<file path="src/rtl/fetch_pkg.sv">
package fetch_pkg;
    localparam int CYCLE_LEN   = 12;
    localparam int HALF_LEN    = CYCLE_LEN / 2;
    localparam int PHASE_W     = $clog2(CYCLE_LEN);
    localparam int PULSE_START = 1;
    localparam int PULSE_LEN   = 4;

    typedef logic [PHASE_W-1:0] phase_t;

    // true when a phase lies inside the strobe window of either half
    function automatic logic in_window(phase_t p);
        phase_t off;
        off = (p >= phase_t'(HALF_LEN)) ? p - phase_t'(HALF_LEN) : p;
        return (off >= phase_t'(PULSE_START)) &&
               (off <  phase_t'(PULSE_START + PULSE_LEN));
    endfunction
endpackage

</file>
<file path="src/rtl/fetch_phase_gen.sv">
module fetch_phase_gen
    import fetch_pkg::*;
(
    input  logic   clk,
    input  logic   rst,
    output phase_t phase_nxt,
    output phase_t phase,
    output logic   cycle_start,
    output logic   half_sel
);
    localparam int STATES  = CYCLE_LEN / 2;
    localparam int STATE_W = PHASE_W - 1;

    typedef struct packed {
        logic [STATE_W-1:0] state;
        logic               half;
        logic               start;
        logic               second;
    } tim_t;

    tim_t tim_d, tim_q;

    always_comb begin
        tim_d = tim_q;
        if (rst) begin
            tim_d.state = '0;
            tim_d.half  = 1'b0;
        end else begin
            tim_d.half = ~tim_q.half;
            if (tim_q.half) begin
                if (tim_q.state == STATE_W'(STATES - 1))
                    tim_d.state = '0;
                else
                    tim_d.state = tim_q.state + 1'b1;
            end
        end
        tim_d.start  = ({tim_d.state, tim_d.half} == phase_t'(0));
        tim_d.second = ({tim_d.state, tim_d.half} >= phase_t'(HALF_LEN));
    end

    always_ff @(posedge clk) begin
        tim_q <= tim_d;
    end

    assign phase_nxt   = {tim_d.state, tim_d.half};
    assign phase       = {tim_q.state, tim_q.half};
    assign cycle_start = tim_q.start;
    assign half_sel    = tim_q.second;


    phase_wrap_chk: assert property (@(posedge clk) disable iff (rst)
        phase == phase_t'(CYCLE_LEN - 1) |=> phase == phase_t'(0));

    phase_step_chk: assert property (@(posedge clk) disable iff (rst)
        phase != phase_t'(CYCLE_LEN - 1) |=> phase == $past(phase) + 1'b1);

    reset_phase_chk: assert property (@(posedge clk)
        rst |=> phase == phase_t'(0) && cycle_start);
endmodule

</file>
<file path="src/rtl/fetch_source_sel.sv">
module fetch_source_sel
    import fetch_pkg::*;
#(
    parameter int ADDR_W   = 16,
    parameter int SIZE_W   = 2,
    parameter int MIN_LOG2 = 13
) (
    input  logic              clk,
    input  logic              rst,
    input  logic              ext_pin,
    input  logic              sec_lock,
    input  logic [ADDR_W-1:0] pc,
    input  logic [SIZE_W-1:0] mem_size,
    input  phase_t            phase_nxt,
    output logic              ext_nxt,
    output logic              fetch_ext
);
    typedef struct packed {
        logic pin_latch;
        logic ext;
    } src_t;

    src_t src_d, src_q;
    logic              decide;
    logic              eff_pin;
    logic [ADDR_W:0]   limit;
    logic              beyond;

    always_comb begin
        src_d   = src_q;
        decide  = rst || (phase_nxt == phase_t'(0)) ||
                  (phase_nxt == phase_t'(HALF_LEN));
        eff_pin = (sec_lock && !rst) ? src_q.pin_latch : ext_pin;
        limit   = ({{ADDR_W{1'b0}}, 1'b1} << (MIN_LOG2 + 32'(mem_size))) - 1'b1;
        beyond  = {1'b0, pc} > limit;
        if (rst)
            src_d.pin_latch = ext_pin;
        if (decide)
            src_d.ext = !eff_pin || beyond;
    end

    always_ff @(posedge clk) begin
        src_q <= src_d;
    end

    assign ext_nxt   = src_d.ext;
    assign fetch_ext = src_q.ext;


    pin_low_ext_chk: assert property (@(posedge clk) disable iff (rst)
        (decide && !sec_lock && !ext_pin) |=> fetch_ext);

    full_int_chk: assert property (@(posedge clk) disable iff (rst)
        (decide && !sec_lock && ext_pin && mem_size == SIZE_W'(3)) |=> !fetch_ext);

    lock_low_chk: assert property (@(posedge clk) disable iff (rst)
        (decide && sec_lock && !src_q.pin_latch) |=> fetch_ext);

    hold_chk: assert property (@(posedge clk) disable iff (rst)
        !decide |=> $stable(fetch_ext));
endmodule

</file>
<file path="src/rtl/fetch_strobe_gen.sv">
module fetch_strobe_gen
    import fetch_pkg::*;
(
    input  logic   clk,
    input  logic   rst,
    input  phase_t phase_nxt,
    input  logic   ext_nxt,
    input  logic   xdata_cycle,
    input  phase_t phase,
    input  logic   fetch_ext,
    output logic   strobe_n
);
    typedef struct packed {
        logic xdata;
        logic strobe_n;
    } stb_t;

    stb_t stb_d, stb_q;

    always_comb begin
        stb_d = stb_q;
        if (rst)
            stb_d.xdata = 1'b0;
        else if (phase_nxt == phase_t'(0))
            stb_d.xdata = xdata_cycle;
        stb_d.strobe_n = !(!rst && ext_nxt && !stb_d.xdata && in_window(phase_nxt));
    end

    always_ff @(posedge clk) begin
        stb_q <= stb_d;
    end

    assign strobe_n = stb_q.strobe_n;


    reset_idle_chk: assert property (@(posedge clk) rst |=> strobe_n);

    int_quiet_chk: assert property (@(posedge clk) disable iff (rst)
        !fetch_ext |-> strobe_n);

    xdata_quiet_chk: assert property (@(posedge clk) disable iff (rst)
        stb_q.xdata |-> strobe_n);

    window_chk: assert property (@(posedge clk) disable iff (rst)
        !in_window(phase) |-> strobe_n);

    pulse_chk: assert property (@(posedge clk) disable iff (rst)
        (fetch_ext && !stb_q.xdata && in_window(phase)) |-> !strobe_n);
endmodule

</file>
<file path="src/rtl/fetch_ctrl.sv">
module fetch_ctrl
    import fetch_pkg::*;
#(
    parameter int ADDR_W   = 16,
    parameter int SIZE_W   = 2,
    parameter int MIN_LOG2 = 13
) (
    input  logic              clk_osc,
    input  logic              rst,
    input  logic              ext_access,
    input  logic              sec_lock,
    input  logic [ADDR_W-1:0] pc,
    input  logic [SIZE_W-1:0] mem_size,
    input  logic              xdata_cycle,
    output logic              fetch_ext,
    output logic              strobe_n,
    output logic [PHASE_W-1:0] phase,
    output logic              cycle_start,
    output logic              half_sel
);
    phase_t phase_nxt;
    phase_t phase_cur;
    logic   ext_nxt;

    fetch_phase_gen u_tim (
        .clk         (clk_osc),
        .rst         (rst),
        .phase_nxt   (phase_nxt),
        .phase       (phase_cur),
        .cycle_start (cycle_start),
        .half_sel    (half_sel)
    );

    fetch_source_sel #(
        .ADDR_W   (ADDR_W),
        .SIZE_W   (SIZE_W),
        .MIN_LOG2 (MIN_LOG2)
    ) u_src (
        .clk       (clk_osc),
        .rst       (rst),
        .ext_pin   (ext_access),
        .sec_lock  (sec_lock),
        .pc        (pc),
        .mem_size  (mem_size),
        .phase_nxt (phase_nxt),
        .ext_nxt   (ext_nxt),
        .fetch_ext (fetch_ext)
    );

    fetch_strobe_gen u_stb (
        .clk         (clk_osc),
        .rst         (rst),
        .phase_nxt   (phase_nxt),
        .ext_nxt     (ext_nxt),
        .xdata_cycle (xdata_cycle),
        .phase       (phase_cur),
        .fetch_ext   (fetch_ext),
        .strobe_n    (strobe_n)
    );

    assign phase = phase_cur;


    half_mark_chk: assert property (@(posedge clk_osc) disable iff (rst)
        half_sel == (phase_cur >= phase_t'(HALF_LEN)));
endmodule

</file>
<file path="config.mk">
export PLATFORM = sky130hd
export DESIGN_NAME = fetch_ctrl
export DESIGN_NICKNAME = d
export VERILOG_FILES = /design/src/rtl/fetch_pkg.sv /design/src/rtl/fetch_phase_gen.sv /design/src/rtl/fetch_source_sel.sv /design/src/rtl/fetch_strobe_gen.sv /design/src/rtl/fetch_ctrl.sv
export SDC_FILE = /design/constraint.sdc
export NUM_CORES = 1
export LEC_CHECK = 0
export ABC_AREA = 1
export ABC_CLOCK_PERIOD_IN_PS = 2600
export BUFFER_PORTS_ARGS = -buffer_cell sky130_fd_sc_hd__buf_2
export CORE_MARGIN = 4
export CORE_UTILIZATION = 54
export DETAILED_ROUTE_END_ITERATION = 12
export PLACE_DENSITY = 0.92
export SKIP_CTS_REPAIR_TIMING = 1
export SLEW_MARGIN = 40
export SYNTH_ARGS = -nofsm -noshare
export SYNTH_HDL_FRONTEND = slang
export SYNTH_SLANG_ARGS = --single-unit
</file>
<file path="constraint.sdc">
create_clock -name clk_osc -period 2.6 [get_ports clk_osc]
set_input_delay 0.52 -clock clk_osc [delete_from_list [all_inputs] [get_ports clk_osc]]
set_output_delay 0.52 -clock clk_osc [all_outputs]
set_load 0.03 [all_outputs]
</file>
==> reports/metrics.cfg, run 1 <==
[synth]
yosysMostFrequentCell = nand2_1
synth_cell_types = 24
yosys_most_used_dff = dfxtp_1
synth_warnings = 0
postSynthAreaPerCell_um2 = 7.18
yosysTopAreaCell = ha_1
synth-seq-cells = 10
synth_edf_count = 1
ys_top_cells_by_area = ha_1, dfxtp_1, nand2_1
ys_seq_area_share_pct = 21.4
yosys-top-cells-count = nand2_1, inv_1, ha_1, nor2_1, dfxtp_1
ys_async_sr_fraction_pct = 0
synthCells = 137
syn_area_um2 = 983
synth_top_area_share_pct = 20.4

[clock_tree]
h-tree-depth = 1
cts-root-buf = clkbuf_4
cts.clk_slew.worst_paths_ns = 0.06
cts_tree = built
clock_path_buffers = 2
numClockSinks = 10
clk_latency_ns = 0.27
cts_buffers = 3

[worst_setup_path]
reg2reg_depth = 10
worst_path_most_repeated_cell = nor2_1
cp-start-kind = register
cp_top_family = simple AND/OR/NAND/NOR gates
crit_path_end_kind = register
cp.required_ns = 2.76
reg2reg_slack_ns = 1.01
worst_r2r_endpoint = u_stb.strobe_n
cpMaxStageDelayCell = dfxtp_1
slowest_delay_ns = 0.45
cp.buffers_inverters = 1
critPathKind = register to register
cp.arrival_ns = 1.75
cp_max_fo = 6
cp_cell_sequence = nand2_4, nor2_4, nor2_8, ha_1, inv_1, nor2_1, nor2_1, nand3_1, nor2_1, nand3_1
timing.rr.start = u_tim.phase[0]

[worst_hold_path]
hold_path.startpoint = ext_access
holdPathStages = 1
min_path_type = input pin to register
whs_endpoint = u_src.src_q[1]

[floorplan]
die_x_um = 50.7
die-area_um2 = 2570
std_cell_rows = 15
core_area_um2 = 1730
io_pins = 31
start_util_pct = 57.0
die-height_um = 50.7

[sta]
period_needed_ns = 1.59
max_freq_mhz = 629
skew_ns = 0.00104
setup_viol = 0
grt_setup_unrepaired = false
hold_violations = 0
fin_crit_sh_pct = 61.1
slew_viol_final = 0
tns_ns = 0
worst_slack_ns = 1.01

[finish]
layout-drive-gt1-share_pct = 29.1
nets = 222
num_antenna_cells = 0
fin_cells = 207
post-route-util_pct = 72.0
syn2layout_area_growth_pct = 26.3

[placement]
place_hpwl_um = 1760
dp_cells = 203
port_buffers = 30
post-place-ws_ns = 0.756
gp_congestion = 0.838

[route]
firstDrtPassIters = 4
drtAntennaViolNets = 0
route.detailed.drc = 0
detailroute.via_count = 973
drt-initial-drc-count = 3
vias_per_cell = 4.70
wl_per_cell_um = 9.61
wirelength_um = 1990

[global_route]
first_global_vias = 954
antenna_found_initial = 0
grt_max_degree = 8
grt_usage_pct = 18.5
grt_pass1_wl_um = 3640
grt-ovfl-total = 0

[power]
power_density_nw_per_um2 = 395
vdd_drop_max_mv = 0.500
p_leak_nw = 0.732

[outcome]
status = finished, final reports clean

[job]
drv_cap = 0

-- final cells by class --
type                            count  area, µm²
Clock buffer                        4       36.3
Fill cell                         145        484
Inverter                           20       77.6
Multi-Input combinational cell    118        737
Sequential cell                    10        210
Tap cell                           25       31.3
Timing Repair Buffer               30        150
-- worst max-delay path by stage --
stage	startpoint	cells past startpoint	end
2_1_floorplan	u_tim.phase[0]	8	u_stb.strobe_n
3_3_place_gp	rst	9	u_stb.strobe_n
3_5_place_dp	mem_size[1]	12	u_stb.strobe_n
4_1_cts	u_tim.phase[0]	10	u_stb.strobe_n
5_1_grt	u_tim.phase[0]	8	u_stb.strobe_n
6_report	u_tim.phase[0]	10	u_stb.strobe_n
-- where the power goes --
group,leakage (nW),total (W),internal [W],switching (W)
logic,0.627,0.000173,0.0000664,0.000107
registers,0.0841,0.000177,0.000168,0.00000898
clock network,0.0210,0.000140,0.0000851,0.0000546
total,0.732,0.000490,0.000320,0.000170
-- layout by cell type, fill, tap and decap left out, types with 2 or more instances in the layout --
cell type / Yosys / layout
inv_2: 2 / 2
nand4_1: 2 / 2
nor2_4: 4 / 4
ha_1: 16 / 16
nand3_1: 5 / 5
nand2_1: 38 / 38
conb_1: 1 / 12
a21oi_1: 6 / 6
nand2_4: 5 / 5
inv_1: 17 / 17
buf_2: 0 / 30
clkbuf_4: 0 / 3
nand2_2: 4 / 4
nor2_1: 16 / 16
dfxtp_1: 9 / 9
nand3b_1: 2 / 2
-- cells by family (layout without fill, tap and decap cells) --
logic type,after synthesis,in the layout,synth area share [%]
other,1,12,0.381
AOI/OAI and AO/OA,9,9,5.09
and+or+nand+nor,80,80,43.8
adders and majority gates,16,16,20.4
muxes,1,1,1.14
buffers and inverters,20,54,7.89
DFF,10,10,21.4
-- through the flow --
| step | area [µm²] | hold slack (ns) | power, W |
|---|---|---|---|
| global route | 1240 | 0.422 | 0.000530 |
| global placement | 1210 | 0.464 | 0.000344 |
| floorplan | 1020 | 0.446 | 0.000304 |
| CTS | 1240 | 0.433 | 0.000494 |
| finish | 1240 | 0.439 | 0.000490 |
| detailed placement | 1210 | 0.477 | 0.000352 |
-- worst reg2reg max path, delay by kind of cell, from the launching register on --
family        cells  cell delay (ns)
buf+inv           1             0.07
simple gates      8             0.79
fa+ha+maj         1             0.17
flops             1             0.45
-- registers in the layout, indices dropped and copies added (netlist names) --
| name | flops |
|---|---|
| u_src.fetch_ext | 1 |
| u_src.src_q | 1 |
| u_stb.stb_q | 1 |
| u_stb.strobe_n | 1 |
| u_tim.cycle_start | 1 |
| u_tim.half_sel | 1 |
| u_tim.phase | 4 |
-- metal layers --
layer	routed length, µm	vias up	global-route usage [%]
met5	0	-	0
met4	31	0	8.07
met3	80	5	3.56
met2	996	20	34.6
met1	882	436	19.8
li1	-	512	-
(Power assumes the default switching activity.)
==> run 2: changes to the inputs <==
--- a/config.mk
+++ b/config.mk
@@ -5,13 +5,13 @@
 export SDC_FILE = /design/constraint.sdc
 export NUM_CORES = 1
 export LEC_CHECK = 0
-export ABC_AREA = 1
-export ABC_CLOCK_PERIOD_IN_PS = 2600
+export ABC_AREA = 0
+export ABC_CLOCK_PERIOD_IN_PS = 1600
 export BUFFER_PORTS_ARGS = -buffer_cell sky130_fd_sc_hd__buf_2
 export CORE_MARGIN = 4
-export CORE_UTILIZATION = 54
+export CORE_UTILIZATION = 47
 export DETAILED_ROUTE_END_ITERATION = 12
-export PLACE_DENSITY = 0.92
+export PLACE_DENSITY = 0.86
 export SKIP_CTS_REPAIR_TIMING = 1
 export SLEW_MARGIN = 40
 export SYNTH_ARGS = -nofsm -noshare
==> constraint.sdc (replaced) <==
create_clock -name clk_osc -period 1.6 [get_ports clk_osc]
set_input_delay 0.32 -clock clk_osc [delete_from_list [all_inputs] [get_ports clk_osc]]
set_output_delay 0.32 -clock clk_osc [all_outputs]
set_load 0.03 [all_outputs]
==> run 2 against run 1 <==
Compared with the run above:
- the flow now finishes with violations (setup timing)
- synthesized area down 22%
- first-iteration DRC count increased to 9.3 times the previous value
- sequential share of layout area grew 1.4 points
- maximum frequency shrank 6.2%
- largest power group unchanged
- hold slack got worse by 0.20 ns
- global-route usage fell by 0.12 points
- worst setup slack worse by 1.1 ns
- critical path depth fell by 2
- final area shrank 3.7%
==> reports/metrics.cfg, run 2 <==
[route]
drtAntennaViolNets = 0  ; unchanged
wl_per_cell_um = 14.1  ; +47%
route.detailed.drc = 0  ; unchanged
wirelength_um = 2310  ; +16%
firstDrtPassIters = 5  ; +1
vias_per_cell = 5.45  ; +16%
detailroute.via_count = 893  ; -8.2%
drt-initial-drc-count = 28  ; +25

[clock_tree]
cts_tree = built
cts.clk_slew.worst_paths_ns = 0.07  ; about the same
h-tree-depth = 1  ; unchanged
numClockSinks = 10  ; unchanged
clock_path_buffers = 2  ; unchanged
cts-root-buf = clkbuf_4
clk_latency_ns = 0.28  ; about the same
cts_buffers = 3  ; unchanged

[synth]
synthCells = 89  ; -35%
synth_top_area_share_pct = 26.0  ; +5.6 points
synth_cell_types = 29  ; +21%
ys_async_sr_fraction_pct = 0  ; unchanged
synth_edf_count = 1  ; unchanged
yosys-top-cells-count = ha_1, nor2_1, a21oi_1, dfxtp_1, nand2_1
postSynthAreaPerCell_um2 = 8.66  ; +21%
ys_top_cells_by_area = ha_1, dfxtp_1, a21oi_1
yosys_most_used_dff = dfxtp_1
syn_area_um2 = 771  ; -22%
ys_seq_area_share_pct = 27.3  ; +5.9 points
yosysMostFrequentCell = ha_1
synth-seq-cells = 10  ; unchanged
synth_warnings = 0  ; unchanged
yosysTopAreaCell = ha_1

[sta]
skew_ns = 0.00603  ; +0.00499 ns
setup_viol = 1  ; +1
max_freq_mhz = 590  ; -6.2%
hold_ws_ns = 0.240  ; -0.199 ns
hold_violations = 0  ; unchanged
grt_setup_unrepaired = true
period_needed_ns = 1.69  ; +0.105 ns
worst_slack_ns = -0.0945  ; -1.11 ns
slew_viol_final = 0  ; unchanged
fin_crit_sh_pct = 106  ; +45 points

[worst_setup_path]
cp_top_family = simple AND/OR/NAND/NOR gates
cp.buffers_inverters = 0  ; -1
cp-start-kind = register
cp_cell_sequence = nand2_4, xor2_2, nor2_2, ha_4, nor2_4, nor3_2, nor4b_2, nand4b_1
cp_max_fo = 5  ; -1
slowest_delay_ns = 0.38  ; -0.07 ns
crit_path_end_kind = register
cp.required_ns = 1.75  ; -1.01 ns
critPathKind = register to register
cp.arrival_ns = 1.84  ; +0.09 ns
cpMaxStageDelayCell = dfxtp_4

[finish]
stdcell_area_um2 = 1200  ; -3.7%
nets = 188  ; -15%
num_antenna_cells = 0  ; unchanged
mostFrequentLayoutCell = buf_2
syn2layout_area_growth_pct = 55.2
largest_reg_flops = 4  ; unchanged
fillers = 113  ; -22%
post-route-util_pct = 78.5  ; +6.5 points
most-common-layout-cells = buf_2, buf_4, ha_1
layout-drive-gt1-share_pct = 42.6  ; +13 points

[power]
p_leak_nw = 0.640  ; -13%
vdd_drop_max_mv = 0.522  ; +4.5%
pwr-share-seq_pct = 36.4  ; +0.2 points
p_sw_w = 0.000249  ; +46%
p_int_w = 0.000535  ; +67%
power_frac_comb_pct = 33.9  ; -1.4 points
power_density_nw_per_um2 = 655  ; +66%
swShare_pct = 31.8  ; -3.0 points
p_clk_share_pct = 29.7  ; +1.2 points

[global_route]
grt_usage_pct = 18.4  ; -0.12 points
antenna_found_initial = 0  ; unchanged
grt_pass1_wl_um = 3370  ; -7.2%
grt_max_degree = 8  ; unchanged
first_global_vias = 844  ; -12%
grt-ovfl-total = 0  ; unchanged

[floorplan]
die-height_um = 48.5  ; -4.3%
std_cell_rows = 14  ; -1
die-area_um2 = 2350  ; -8.4%
die_x_um = 48.5  ; -4.3%
start_util_pct = 50.6  ; -6.4 points
core_area_um2 = 1520  ; -12%
io_pins = 31  ; unchanged

[placement]
port_buffers = 30  ; unchanged
dpl_cell_area_um2 = 1090  ; -9.5%
place_hpwl_um = 1680  ; -4.6%
gp_congestion = 0.794  ; -5.3%

[outcome]
status = finished with violations
violations = setup timing

[worst_hold_path]
min_path_type = input pin to register

[job]
drv_cap = 0  ; unchanged

## run 2: cell count changes after synthesis, moves of 4 or more
cell / previous run / this run
inv_1: 17 / 3
nand2_1: 38 / 6
nand2_2: 4 / 0
nand2_4: 5 / 0
nor2_1: 16 / 10
nor2_4: 4 / 0
## run 2: routing by layer
layer,track usage [%],vias up,part of all wire [%]
li1,-,434,-
met1,18.9,405,36
met2,31.7,44,53
met3,6.75,10,7.1
met4,9.87,0,3.5
met5,0,-,0
## run 2: cell type report
type,count,area [µm²],area share (%)
tap,16,20.0,1.67
inverter,3,11.3,0.941
clock buffer,4,36.3,3.03
multi-input combinational,85,639,53.5
sequential,10,219,18.3
timing repair buffer,46,270,22.6
## run 2: power groups by stage
| stage | combinational [W] | sequential [W] | clock [W] |
|---|---|---|---|
| 6_report | 0.000266 | 0.000285 | 0.000233 |
| 5_1_grt | 0.000294 | 0.000288 | 0.000247 |
| 4_1_cts | 0.000231 | 0.000282 | 0.000238 |
| 3_5_place_dp | 0.000230 | 0.000288 | 0 |
| 3_3_place_gp | 0.000218 | 0.000287 | 0 |
| 2_1_floorplan | 0.000106 | 0.000315 | 0 |
## run 2: through the flow
stage                     setup TNS [ns]  setup slack (ns)  std cells  power [W]
final                            -0.0945           -0.0945        164   0.000784
after global placement            -0.148            -0.121        158   0.000505
after detailed placement          -0.384            -0.226        158   0.000517
after CTS                         -0.173            -0.173        162   0.000751
after global routing              -0.164            -0.164        164   0.000829
after floorplan                   -0.126            -0.126        100   0.000420
## run 2: worst paths after layout
check                       from  slack [ns]  cells after the start              to
setup / recovery  u_tim.phase[0]       -0.09                      8  u_stb.strobe_n
hold / removal        ext_access        0.24                      1  u_src.src_q[1]
setup reg to reg  u_tim.phase[0]       -0.09                      8  u_stb.strobe_n
hold reg to reg   u_stb.stb_q[1]        0.53                      2  u_stb.stb_q[1]
## run 2: logic make-up (layout without fill, tap and decap cells)
| logic type | count (synthesis) | in the layout | share of synthesized area [%] |
|---|---|---|---|
| other | 1 | 12 | 0.487 |
| adder cells (fa/ha/maj) | 16 | 16 | 26.0 |
| AND/OR/NAND/NOR | 33 | 33 | 21.9 |
| multiplexers | 3 | 3 | 3.90 |
| buffers and inverters | 5 | 53 | 3.08 |
| flip-flops | 10 | 10 | 27.3 |
| AO/OA/AOI/OAI | 19 | 19 | 15.1 |
| XOR/XNOR | 2 | 2 | 2.27 |
## run 2: worst reg2reg max path, cell delays in order (launching register included)
cell and delay (ns):
dfxtp_4 0.38, nand2_4 0.07, xor2_2 0.15, nor2_2 0.16, ha_4 0.24, nor2_4 0.10
nor3_2 0.05, nor4b_2 0.27, nand4b_1 0.14
